<file path="config.mk">
export PLATFORM = sky130hd
export DESIGN_NAME = jtag_chunk_scan
export DESIGN_NICKNAME = d
export VERILOG_FILES = /design/src/rtl/jscan_pkg.sv /design/src/rtl/jscan_tck_gen.sv /design/src/rtl/jscan_seq.sv /design/src/rtl/jscan_irq_regs.sv /design/src/rtl/jtag_chunk_scan.sv
export SDC_FILE = /design/constraint.sdc
export NUM_CORES = 1
export LEC_CHECK = 0
export ABC_AREA = 1
export BUFFER_PORTS_ARGS = -buffer_cell sky130_fd_sc_hd__buf_2
export CORE_MARGIN = 2
export CORE_UTILIZATION = 58
export DETAILED_ROUTE_END_ITERATION = 10
export PLACE_DENSITY = 0.82
export SLEW_MARGIN = 10
export SYNTH_ARGS = -nofsm -noshare
export SYNTH_HDL_FRONTEND = slang
export SYNTH_HIERARCHICAL = 1
export SYNTH_SLANG_ARGS = --single-unit
</file>
<file path="constraint.sdc">
create_clock -name clk -period 3.24 [get_ports clk]
set_input_delay 0 -clock clk [delete_from_list [all_inputs] [get_ports clk]]
set_output_delay 0 -clock clk [all_outputs]
set_load 0.05 [all_outputs]
</file>
<file path="src/rtl/jscan_pkg.sv">
package jscan_pkg;
  localparam int CHUNK_W = 32;
  localparam int CNT_W   = $clog2(CHUNK_W) + 1;

  typedef enum logic [2:0] {
    ST_IDLE, ST_PRE, ST_SEL, ST_SHIFT, ST_PAUSE_IN, ST_WAIT, ST_RESUME, ST_TO_IDLE
  } scan_state_e;

  // Bits in the next chunk: the rest of the scan, capped at one word.
  function automatic logic [CNT_W-1:0] chunk_len(input int unsigned remain);
    if (remain > CHUNK_W) return CNT_W'(CHUNK_W);
    return CNT_W'(remain);
  endfunction

  // Captured bits enter at the MSB; move a short chunk down to bit 0.
  function automatic logic [CHUNK_W-1:0] right_align(input logic [CHUNK_W-1:0] cap,
                                                     input logic [CNT_W-1:0] nbits);
    if (nbits == 0 || int'(nbits) >= CHUNK_W) return cap;
    return cap >> (CHUNK_W - int'(nbits));
  endfunction

  // TMS walk from idle/update to the shift state.
  function automatic logic sel_tms(input logic is_ir, input logic [1:0] step);
    return is_ir ? (step < 2'd2) : (step == 2'd0);
  endfunction
endpackage

</file>
<file path="src/rtl/jscan_tck_gen.sv">
module jscan_tck_gen #(
  parameter int DIV_W = 8
) (
  input  logic             clk,
  input  logic             rst_n,
  input  logic             run,
  input  logic [DIV_W-1:0] div,
  output logic             tck,
  output logic             rise,
  output logic             fall
);
  logic [DIV_W-1:0] cnt;
  logic             tick;

  assign tick = run && (cnt == div);
  assign rise = tick && !tck;
  assign fall = tick && tck;

  always_ff @(posedge clk or negedge rst_n) begin
    if (!rst_n) begin
      cnt <= '0;
      tck <= 1'b0;
    end else if (!run) begin
      cnt <= '0;
      tck <= 1'b0;
    end else if (tick) begin
      cnt <= '0;
      tck <= !tck;
    end else begin
      cnt <= cnt + 1'b1;
    end
  end
endmodule

</file>
<file path="src/rtl/jscan_seq.sv">
module jscan_seq
  import jscan_pkg::*;
#(
  parameter int LEN_W = 16
) (
  input  logic               clk,
  input  logic               rst_n,
  input  logic               start,
  input  logic               scan_ir,
  input  logic               read_scan,
  input  logic               end_pause,
  input  logic [LEN_W-1:0]   scan_len,
  input  logic               cont,
  input  logic [CHUNK_W-1:0] wdata,
  input  logic               tdo,
  input  logic               rise,
  input  logic               fall,
  output logic               tms,
  output logic               tdi,
  output logic               run,
  output logic               busy,
  output logic               shift_bit,
  output logic               ir_sel,
  output logic               rd_sel,
  output logic               ev_pause,
  output logic               ev_done,
  output logic [CHUNK_W-1:0] rdata
);
  scan_state_e        state;
  logic [1:0]         step;
  logic [LEN_W-1:0]   rem;
  logic [CNT_W-1:0]   nb, bitcnt;
  logic [CHUNK_W-1:0] shreg, cap;
  logic               ir_q, rd_q, endp_q, in_pause;
  logic               last_bit, start_ok;
  logic [1:0]         sel_last;

  assign last_bit  = (bitcnt == nb - 1'b1);
  assign start_ok  = start && (scan_len != '0);
  assign sel_last  = ir_q ? 2'd3 : 2'd2;
  assign busy      = (state != ST_IDLE);
  assign run       = busy && (state != ST_WAIT);
  assign shift_bit = (state == ST_SHIFT);
  assign ir_sel    = ir_q;
  assign rd_sel    = rd_q;
  assign ev_pause  = fall && (state == ST_PAUSE_IN) && ((rem != '0) || endp_q);
  assign ev_done   = fall && (state == ST_TO_IDLE) && (step == 2'd2);
  assign tdi       = (shift_bit && !rd_q) ? shreg[0] : 1'b1;

  always_comb begin
    case (state)
      ST_PRE:     tms = 1'b1;
      ST_SEL:     tms = sel_tms(ir_q, step);
      ST_SHIFT:   tms = last_bit;
      ST_RESUME:  tms = (step == 2'd0);
      ST_TO_IDLE: tms = (step != 2'd2);
      default:    tms = 1'b0;
    endcase
  end

  always_ff @(posedge clk or negedge rst_n) begin
    if (!rst_n) begin
      state    <= ST_IDLE;
      step     <= '0;
      rem      <= '0;
      nb       <= '0;
      bitcnt   <= '0;
      shreg    <= '0;
      cap      <= '0;
      rdata    <= '0;
      ir_q     <= 1'b0;
      rd_q     <= 1'b0;
      endp_q   <= 1'b0;
      in_pause <= 1'b0;
    end else begin
      if (rise && shift_bit) cap <= {tdo, cap[CHUNK_W-1:1]};
      case (state)
        ST_IDLE: if (start_ok) begin
          ir_q   <= scan_ir;
          rd_q   <= read_scan;
          endp_q <= end_pause;
          rem    <= scan_len;
          nb     <= chunk_len(int'(scan_len));
          shreg  <= wdata;
          bitcnt <= '0;
          step   <= '0;
          state  <= in_pause ? ST_PRE : ST_SEL;
        end
        ST_PRE: if (fall) begin
          if (step == 2'd1) begin step <= '0; state <= ST_SEL; end
          else step <= step + 1'b1;
        end
        ST_SEL: if (fall) begin
          if (step == sel_last) begin step <= '0; state <= ST_SHIFT; end
          else step <= step + 1'b1;
        end
        ST_SHIFT: if (fall) begin
          shreg  <= shreg >> 1;
          bitcnt <= bitcnt + 1'b1;
          if (last_bit) begin
            rem   <= rem - LEN_W'(nb);
            rdata <= right_align(cap, nb);
            state <= ST_PAUSE_IN;
          end
        end
        ST_PAUSE_IN: if (fall) begin
          if (rem != '0) state <= ST_WAIT;
          else if (endp_q) begin state <= ST_IDLE; in_pause <= 1'b1; end
          else begin step <= '0; state <= ST_TO_IDLE; end
        end
        ST_WAIT: if (cont) begin
          shreg  <= wdata;
          nb     <= chunk_len(int'(rem));
          bitcnt <= '0;
          step   <= '0;
          state  <= ST_RESUME;
        end
        ST_RESUME: if (fall) begin
          if (step == 2'd1) begin step <= '0; state <= ST_SHIFT; end
          else step <= step + 1'b1;
        end
        ST_TO_IDLE: if (fall) begin
          if (step == 2'd2) begin state <= ST_IDLE; in_pause <= 1'b0; step <= '0; end
          else step <= step + 1'b1;
        end
        default: state <= ST_IDLE;
      endcase
    end
  end
endmodule

</file>
<file path="src/rtl/jscan_irq_regs.sv">
module jscan_irq_regs #(
  parameter int NFLAG = 4
) (
  input  logic             clk,
  input  logic             rst_n,
  input  logic [NFLAG-1:0] set_flags,
  input  logic             wr,
  input  logic [NFLAG-1:0] wr_clear,
  input  logic [NFLAG-1:0] wr_enable,
  output logic [NFLAG-1:0] flags,
  output logic [NFLAG-1:0] enables,
  output logic             irq
);
  logic [NFLAG-1:0] clr;

  assign clr = wr ? wr_clear : '0;
  assign irq = |(flags & enables);

  always_ff @(posedge clk or negedge rst_n) begin
    if (!rst_n) begin
      flags   <= '0;
      enables <= '0;
    end else begin
      flags <= (flags & ~clr) | set_flags;
      if (wr) enables <= wr_enable;
    end
  end
endmodule

</file>
<file path="src/rtl/jtag_chunk_scan.sv">
module jtag_chunk_scan
  import jscan_pkg::*;
#(
  parameter int LEN_W = 16,
  parameter int DIV_W = 8
) (
  input  logic               clk,
  input  logic               rst_n,
  input  logic [DIV_W-1:0]   tck_div,
  input  logic               start,
  input  logic               scan_ir,
  input  logic               read_scan,
  input  logic               end_pause,
  input  logic [LEN_W-1:0]   scan_len,
  input  logic               cont,
  input  logic [CHUNK_W-1:0] wdata,
  output logic [CHUNK_W-1:0] rdata,
  output logic               busy,
  input  logic               sts_wr,
  input  logic [31:0]        sts_wdata,
  output logic [31:0]        sts_rdata,
  output logic               irq,
  output logic               tck,
  output logic               tms,
  output logic               tdi,
  input  logic               tdo
);
  localparam int NFLAG = 4;

  logic             rise, fall, run, shift_bit, ir_sel, rd_sel, ev_pause, ev_done;
  logic [NFLAG-1:0] set_flags, flags, enables;
  logic             sts_unused;

  assign sts_unused = ^{sts_wdata[31:20], sts_wdata[15:4]};
  // Order matches status bits 19..16: IR pause, IR done, DR pause, DR done.
  assign set_flags  = {ir_sel & ev_pause, ir_sel & ev_done, ~ir_sel & ev_pause, ~ir_sel & ev_done};
  assign sts_rdata  = {12'b0, flags, 12'b0, enables};

  jscan_tck_gen #(.DIV_W(DIV_W)) u_tck (
    .clk(clk), .rst_n(rst_n), .run(run), .div(tck_div),
    .tck(tck), .rise(rise), .fall(fall)
  );

  jscan_seq #(.LEN_W(LEN_W)) u_seq (
    .clk(clk), .rst_n(rst_n), .start(start), .scan_ir(scan_ir), .read_scan(read_scan),
    .end_pause(end_pause), .scan_len(scan_len), .cont(cont), .wdata(wdata), .tdo(tdo),
    .rise(rise), .fall(fall), .tms(tms), .tdi(tdi), .run(run), .busy(busy),
    .shift_bit(shift_bit), .ir_sel(ir_sel), .rd_sel(rd_sel), .ev_pause(ev_pause),
    .ev_done(ev_done), .rdata(rdata)
  );

  jscan_irq_regs #(.NFLAG(NFLAG)) u_regs (
    .clk(clk), .rst_n(rst_n), .set_flags(set_flags), .wr(sts_wr),
    .wr_clear(sts_wdata[19:16]), .wr_enable(sts_wdata[3:0]),
    .flags(flags), .enables(enables), .irq(irq)
  );
endmodule

</file>
After elaboration in Yosys (flattened, before gate mapping)
Index checks and enable logic that the tools add are counted.
W data, S select, Z words.
{ "totals": {"word_cells": 179, "ff_bits": 150, "input_bits": 97} }
{ "op_classes": {"n_addsub": 6, "reduce_logical": 36, "bitwise": 9, "n_shift": 1, "n_eq_ne": 32, "mux": 75, "magnitude_cmp": 4} }
{ "op_table": {"columns": ["cell", "n"], "rows": [
  ["$mux W32", 5],
  ["$pmux W32 S3", 1],
  ["$mux W6", 9],
  ["$mux W16", 3],
  ["$mux W3", 15],
  ["$gt A16 B6 Y1 const B", 2],
  ["$pmux W16 S2", 1],
  ["$reduce_bool A16 Y1", 2],
  ["$shr A32 B32 Y32", 1],
  ["$mux W2", 12],
  ["$ne A2 B1 Y1 const B", 12],
  ["$pmux W3 S8", 1],
  ["$mux W1", 20],
  ["$pmux W6 S3", 1],
  ["$mux W8", 2],
  ["$sub A16 B6 Y16", 1],
  ["$ne A2 B2 Y1 const B", 7],
  ["$reduce_and A13 Y1", 1],
  ["$eq A3 B3 Y1 const B", 4],
  ["$pmux W2 S6", 1],
  ["$pmux W6 S2", 1],
  ["$logic_and A1 B1 Y1", 11],
  ["$reduce_and A9 Y1", 1],
  ["$add A8 B1 Y8 const B", 1],
  ["36 further kinds", 48]
]} }

Depth between registers and ports, before layout
Gate-level depths: netlist of run 1.
{ "logic_depth": {"ltp_word": 8, "depth_mapped": 16} }

Modules after synthesis
The synthesis of run 1 kept the hierarchy.
{ "modules_own_cells": {"columns": ["module", "cells_per_inst", "area_per_inst_um2", "n_inst"], "rows": [
  ["jscan_seq", 1319, 8859.7, 1],
  ["jscan_tck_gen", 109, 699.4, 1],
  ["jscan_irq_regs", 46, 355.3, 1],
  ["jtag_chunk_scan", 33, 214.0, 1]
]} }

Worst setup path after synthesis of run 1
OpenSTA, ideal clock, no wires.
{ "synth_path": {"path_type": "flip-flop to flip-flop", "start": "register u_seq.nb[0]", "end": "register u_seq.rdata[1]", "period_less_slack_ns": 2.561, "slack_ns": 0.679, "t_required_ns": 3.127, "arrival_ns": 2.448, "setup_time_ns": 0.113, "stages_incl_launch_ff": 16, "cell_sequence": "dfrtp_1 -> buf_2 -> inv_2 -> buf_4 -> clkbuf_1 -> ha_1 -> clkbuf_1 -> or2_2 -> nand4_1 -> nor3_4 -> nand4_2 -> inv_2 -> buf_4 -> or2_1 -> nand2_1 -> inv_1"} }
{ "synth_via": {"elab_chain_cells": 7} }
{ "synth_lines": {"columns": ["item", "line", "rtl"], "rows": [
  ["start, declared", "jscan_seq.sv:32", "logic [CNT_W-1:0] nb, bitcnt;"],
  ["start signal, assigned", "jscan_seq.sv:83", "nb <= chunk_len(int'(scan_len));"],
  ["start signal, assigned", "jscan_seq.sv:113", "nb <= chunk_len(int'(rem));"],
  ["branches (longest 7 deep; another with $sub A6 B6 Y7)", null, null],
  ["end signal, assigned", "jscan_seq.sv:102", "rdata <= right_align(cap, nb);"],
  ["end, declared", "jscan_seq.sv:27", "output logic [CHUNK_W-1:0] rdata"]
]} }
Parallel ways; which one is timed is not known. The select of a mux whose other input is x is not followed.
A chain may end at the register's enable or synchronous reset.

Worst setup path after layout of run 1
{ "layout_path": {"start": "register u_seq.state[2]", "end": "register u_seq.rdata[5]"} }
{ "layout_via": {"elab_chain_cells": 5} }
{ "layout_lines": {"columns": ["item", "line", "rtl"], "rows": [
  ["start, declared", "jscan_seq.sv:29", "scan_state_e state;"],
  ["start signal, assigned", "jscan_seq.sv:87", "state <= in_pause ? ST_PRE : ST_SEL;"],
  ["$ne A3 B3 Y1 / $reduce_bool A3 Y1 (equally long branches)", "jscan_seq.sv:42, jscan_seq.sv:41", null],
  ["$logic_and A1 B1 Y1 (*)", "jscan_seq.sv:42", "assign run = busy && (state != ST_WAIT);"],
  ["via run", "jtag_chunk_scan.sv:30", "logic rise, fall, run, shift_bit, ir_sel, rd_sel, ev_pause, ev_done;"],
  ["$logic_and A1 B1 Y1 (*)", "jscan_tck_gen.sv:15", "assign tick = run && (cnt == div);"],
  ["$logic_and A1 B1 Y1 (*)", "jscan_tck_gen.sv:17", "assign fall = tick && tck;"],
  ["via fall", "jtag_chunk_scan.sv:30", null],
  ["$reduce_and A3 Y1 (no line) (*)", null, null]
]} }
Mark *: on every way through the listed nets, which the timed path passes. The rest lies on a longest branch.

==> impl_metrics.tcl, run 1 <==
set metrics [dict create \
    synthMuxAreaShare_pct 0 \
    arrival_ns 3.31 \
    diodes 0 \
    grt_pass1_vias 9988 \
    overflow 0 \
    via_per_inst 5.71 \
    gp_congestion 0.972 \
    hold_violations 0 \
    setup_ws_ns 0.255 \
    worst_path_most_repeated_cell "nor2_1" \
    finClkSkew_ns 0.0121 \
    synthCells 1507 \
    path_delay_family "simple AND/OR/NAND/NOR gates" \
    yosysUniqueCellTypes 46 \
    io_buffer_count 117 \
    ir_drop_v 0.000598 \
    place_hpwl_mm 19.2 \
    fin_crit_ns 2.98 \
    finalCritPeriodShare_pct 92.1 \
    synth_area_leaders "dfrtp_1, nand2_1, nand3_1" \
    core_area_sq_um 17200 \
    report.final.setup_viol 0 \
    drive_gt1_share_pct 13.5 \
    synth_fa_ha_area_share_pct 1.93 \
    start_kind "flop" \
    synth_xor_area_share_pct 1.64 \
    clkSinkCount 150 \
    rsz0062_at_grt "no" \
    ys_warn_count 6 \
    synth_top_cell_area_share_pct 37.1 \
    crit_buf_inv 4 \
    slew_headroom_pct 40.4 \
    grt_max_degree 73 \
    yosys_register_bits 150 \
    yosysTopAreaCell "dfrtp_1" \
    hp-class "primary input to flop" \
    endpoint_kind "flop" \
    detail_route.first_pass.iterations 7 \
    fp.dieW_microns 136 \
    final_common_cell "nand2_1" \
    placementRows 48 \
    leakagePower_nw 6.31 \
    finalMaxSlewViolations 0 \
    slowest_stage "nor2_1" \
    layout.nets 1772 \
    critPathKind "flop to flop" \
    clock_tree.root_cell "clkbuf_16" \
    syn_area_sq_um 10100 \
    io_pins 166 \
    synth_compound_area_share_pct 10.3 \
    crit_fanout 31 \
    cp.required_ns 3.56 \
    maxCapViolations 0 \
    seq_area_frac_synth_pct 37.1 \
    grt_pass1_wl_mm 48.3 \
    antenna_found_initial 0 \
    instances_no_fill 1898 \
    post-place-cells 1795 \
    ant_nets 0 \
    vias 10800 \
    path_cells "inv_1, nor2_1, nor2_1, nand2_1, nor2_1, nand4_2, buf_12, inv_2, or2_1, nand2_1, inv_1" \
    tightest_slew_ns 0.891 \
    clock_latency_ns 0.43 \
    cts_tree "yes" \
    initial_utilization_pct 59.0 \
    path_clk_slew_ns 0.06 \
    cts_max_level 4 \
    numCtsBuffers 17 \
    avgSynthCellArea_sq_um 6.72 \
    die_y_microns 136 \
    cts.path.max_buffers 2 \
    status "finished, final reports clean" \
    drtIter0Drc 1198 \
    die-area_sq_um 18500 \
    drt_wl_total_mm 29.5 \
    drc 0 \
    cts_setup_buffers 0 \
    fmax_ghz 0.335 \
    synth_edf_count 0 \
    final_cell_mix "nand2_1, nand3_1, dfrtp_1, inv_1, buf_2" \
    pre_cts_ws_ns 0.388 \
    grt_usage_pct 32.5 \
    wl_per_cell_microns 15.5 \
    synthToLayoutAreaGrowth_pct 18.7 \
    powerDensity_nw_per_um2 597 \
    synthSimpleGateAreaFrac_pct 38.8 \
    max_stage_delay_ns 0.72 \
    synth_ff_type "dfrtp_1" \
    ys_async_sr_fraction_pct 100 \
    finalSetupTns_ns 0 \
    synth_top_family_by_area "simple AND/OR/NAND/NOR gates" \
]
power by group:
group	leakage, nW	switching [W]	internal [W]	total [W]
Sequential	1.93	0.000361	0.00227	0.00263
Combinational	4.11	0.00180	0.000857	0.00266
Clock	0.271	0.000867	0.00102	0.00189
Total	6.31	0.00303	0.00415	0.00718
final timing paths:
check	start	endpoint	slack (ns)	depth (start not counted)
max in group asynchronous	rst_n	u_seq/rdata[0]	2.21	3
worst max register to register	u_seq/state[2]	u_seq/rdata[5]	0.26	11
worst max-delay path	u_seq/state[2]	u_seq/rdata[5]	0.26	11
min in group asynchronous	rst_n	u_regs/enables[2]	0.15	2
worst min register to register	u_seq/shreg[31]	u_seq/shreg[31]	0.48	2
worst min-delay path	scan_len[1]	u_seq/rem[1]	0.03	5
cell usage after synthesis (14+ instances only):
library cell / number
nand2_1: 436
nand3_1: 294
dfrtp_1: 150
inv_1: 117
nor2_1: 101
a21oi_1: 83
o21ai_0: 77
clkbuf_1: 39
buf_4: 32
nor2_2: 18
buf_2: 15
ha_1: 14
nand4_1: 14
registers in the layout (all words and copies together), names as in the netlist, 4 cells and up:
signal	flops
u_seq/cap	32
u_seq/rdata	32
u_seq/shreg	32
u_seq/rem	16
u_tck/cnt	8
u_seq/bitcnt	6
u_seq/nb	6
u_regs/enables	4
u_regs/flags	4
area by class of cell:
cell class | instances | area, sq um
multi-input cells | 1148 | 5440
fillers | 1442 | 5150
flip-flops and latches | 150 | 3750
repair buffers | 214 | 1510
inverters | 129 | 484
clock buffers | 18 | 439
well taps | 225 | 282
clock inverters | 14 | 118
worst min-delay path: cells and delay by family:
kind	cells	cell delay [ns]
simple gates	1	0.05
compound gates	2	0.22
buf+inv	2	0.16
cells by family after synthesis:
logic type / count (synthesis)
xor+xnor: 19
fa+ha+maj: 15
buf+inv: 232
compound gates: 194
simple gates: 896
flops: 150
other cells: 1
layer usage:
metal  up-vias  GRT usage (%)  share of wire, %
met2       562           53.2                48
li1       5180              -                 -
met3       122           6.71               7.5
met4         0           15.9               4.3
met1      4970           41.0                40
met5         -              0                 0
timing repair:
| action | CTS | global route |
|---|---|---|
| hold buffers | 71 | 0 |
| hold endpoints to repair | 129 | 0 |
| resized for setup | 0 | 0 |
metrics by stage:
stage	hold WS (ns)	total power, W	util [%]	area, sq um
2_1_floorplan	-0.296	0.00456	-	10200
3_3_place_gp	0.0574	0.00506	62.6	10800
3_5_place_dp	0.0630	0.00515	62.6	10800
4_1_cts	0.00500	0.00712	70.0	12000
5_1_grt	0.0550	0.00766	70.0	12000
6_report	0.0283	0.00718	70.0	12000
No activity file was read; power rests on OpenSTA's default activity.
==> run 2: changes to the inputs <==
- BUFFER_PORTS_ARGS: -buffer_cell sky130_fd_sc_hd__buf_2 -> unset
- CORE_UTILIZATION: 58 -> 59
- DONT_BUFFER_PORTS: unset -> 1
- PLACE_DENSITY: 0.82 -> 0.75
==> impl_metrics.tcl, run 2 (same netlist as run 1, synthesis figures left out) <==
set metrics [dict create \
    status "complete, but fails checks" \
    violations "design-rule violations, negative hold slack" \
    path_clk_slew_ns 0.07 \
    fin_crit_ns 2.86 \
    crit_fanout 22 \
    hold_violations 150 \
    setup_ws_ns 0.383 \
    die_y_microns 135 \
    path_depth 10 \
    slew_headroom_pct 44.3 \
    start_kind "flop" \
    cts_setup_buffers 0 \
    grt_usage_pct 29.5 \
    report.final.setup_viol 0 \
    r2r-end "u_seq/rem[8]" \
    ant_nets 0 \
    grt_max_degree 151 \
    clkSinkCount 150 \
    finalMaxSlewViolations 0 \
    vias 10000 \
    clockPowerShare_pct 26.8 \
    finClkSkew_ns 0.0144 \
    ir_drop_v 0.000530 \
    detail_route.first_pass.iterations 9 \
    cts_max_level 4 \
    hold_slack_ns -0.725 \
    drt_wl_total_mm 26.9 \
    layout.nets 1649 \
    placementRows 47 \
    p_int_w 0.00425 \
    initial_utilization_pct 60.6 \
    via_per_inst 5.68 \
    arrival_ns 3.17 \
    p_total_w 0.00706 \
    fp.dieW_microns 135 \
    numCtsBuffers 17 \
    endpoint "u_seq/rem[8]" \
    cts.path.max_buffers 2 \
    finalCritPeriodShare_pct 88.2 \
    drive_gt1_share_pct 6.78 \
    postCtsHoldBufs 68 \
    synthToLayoutAreaGrowth_pct 12.6 \
    crit_buf_inv 2 \
    antenna_found_initial 0 \
    cp-startpoint "u_seq/state[2]" \
    max_stage_delay_ns 0.47 \
    powerDensity_nw_per_um2 620 \
    wl_per_cell_microns 15.2 \
    io_buffer_count 0 \
    top_regs "u_seq/cap x32, u_seq/rdata x32, u_seq/shreg x32" \
    diodes 0 \
    finalSetupTns_ns 0 \
    critPathKind "flop to flop" \
    endpoint_kind "flop" \
    postCtsResizedCells 0 \
    final_common_cell "nand2_1" \
    combPwrFrac_pct 35.8 \
    pre_cts_ws_ns 0.390 \
    swShare_pct 39.8 \
    overflow 0 \
    die-area_sq_um 18200 \
    tightest_slew_ns 0.832 \
    cp.required_ns 3.55 \
    core_area_sq_um 16700 \
    path_cells "inv_1, nor2_1, nor2_1, nand2_1, nor2_1, nand4_2, nand2_2, inv_2, nand2_1, o21ai_1" \
    drc 2 \
    fillers 1418 \
    leakagePower_nw 5.79 \
    worstRegToRegCells 10 \
    r2r_start "u_seq/state[2]" \
    worst_path_most_repeated_cell "nor2_1" \
    slowest_stage "dfrtp_1" \
    path_delay_family "simple AND/OR/NAND/NOR gates" \
    grt_pass1_vias 9018 \
    fmax_ghz 0.350 \
    final_cell_mix "nand2_1, nand3_1, dfrtp_1, inv_1, nor2_1" \
    clock_latency_ns 0.43 \
    grt_pass1_wl_mm 43.5 \
    cts_tree "yes" \
    p_switching_w 0.00281 \
    clock_tree.root_cell "clkbuf_16" \
    hp-class "primary input to asynchronous set/reset pin" \
    seqPwrFrac_pct 37.4 \
    worst-r2r-setup-slack_ns 0.38 \
    maxCapViolations 0 \
    gp_congestion 0.962 \
    io_pins 166 \
    place_hpwl_mm 18.0 \
    rsz0062_at_grt "no" \
    drtIter0Drc 1078 \
]
run 2: cell types whose count changed in the layout (fill, tap and decap cells not counted), moves of 2 or more:
| cell | delta |
|---|---|
| buf_12 | +2 |
| buf_2 | -116 |
| buf_4 | -5 |
| bufinv_16 | +2 |
| clkinv_2 | +4 |
| clkinv_4 | -2 |
| dlygate4sd3_1 | -3 |
| inv_6 | -2 |
| inv_8 | -2 |
run 2: layout make-up:
cell class              count  area [sq um]  share of cell area [%]
multi-input cells        1148          5440                    47.7
flip-flops and latches    150          3750                    32.9
repair buffers             91           891                    7.81
inverters                 129           484                    4.25
clock buffers              17           425                    3.73
well taps                 220           275                    2.41
clock inverters            13           133                    1.16
run 2: power groups by stage:
stage,Clock [W],Sequential [W],Combinational (W)
after floorplan,0,0.00256,0.00201
after global placement,0,0.00265,0.00235
after detailed placement,0,0.00265,0.00242
after CTS,0.00193,0.00263,0.00252
after global routing,0.00201,0.00269,0.00288
final,0.00189,0.00264,0.00253
run 2: per-stage QoR:
step / util, % / area, sq um / cells
3_5_place_dp: 60.8 / 10200 / 1670
2_1_floorplan: - / 10200 / 1530
4_1_cts: 68.3 / 11400 / 1768
5_1_grt: 68.3 / 11400 / 1768
6_report: 68.3 / 11400 / 1768
3_3_place_gp: 60.8 / 10200 / 1670
run 2: how the worst min path moves through the flow:
| stage | from | end | slack [ns] | depth (start not counted) |
|---|---|---|---|---|
| 6_report | rst_n | u_regs/enables[0] | -0.72 | 0 |
| 5_1_grt | rst_n | u_regs/enables[0] | -0.75 | 0 |
| 3_5_place_dp | rst_n | u_regs/enables[0] | -0.29 | 0 |
| 4_1_cts | rst_n | u_regs/enables[0] | -0.74 | 0 |
| 2_1_floorplan | rst_n | u_regs/enables[0] | -0.30 | 0 |
| 3_3_place_gp | rst_n | u_regs/enables[0] | -0.29 | 0 |
run 2: routing by layer:
layer | vias up | GRT usage (%) | wire length, microns
met5 | - | 0 | 0
met4 | 0 | 9.90 | 658
met3 | 59 | 6.08 | 1950
met2 | 449 | 48.2 | 12900
met1 | 4593 | 39.4 | 11300
li1 | 4934 | - | -
run 2: worst reg2reg max path, delay by kind of cell, from the launching register on:
kind                   cells  cell delay [ns]
AND/OR/NAND/NOR            7             1.85
flip-flops                 1             0.47
buffers and inverters      2             0.38
AO/OA/AOI/OAI              1             0.06
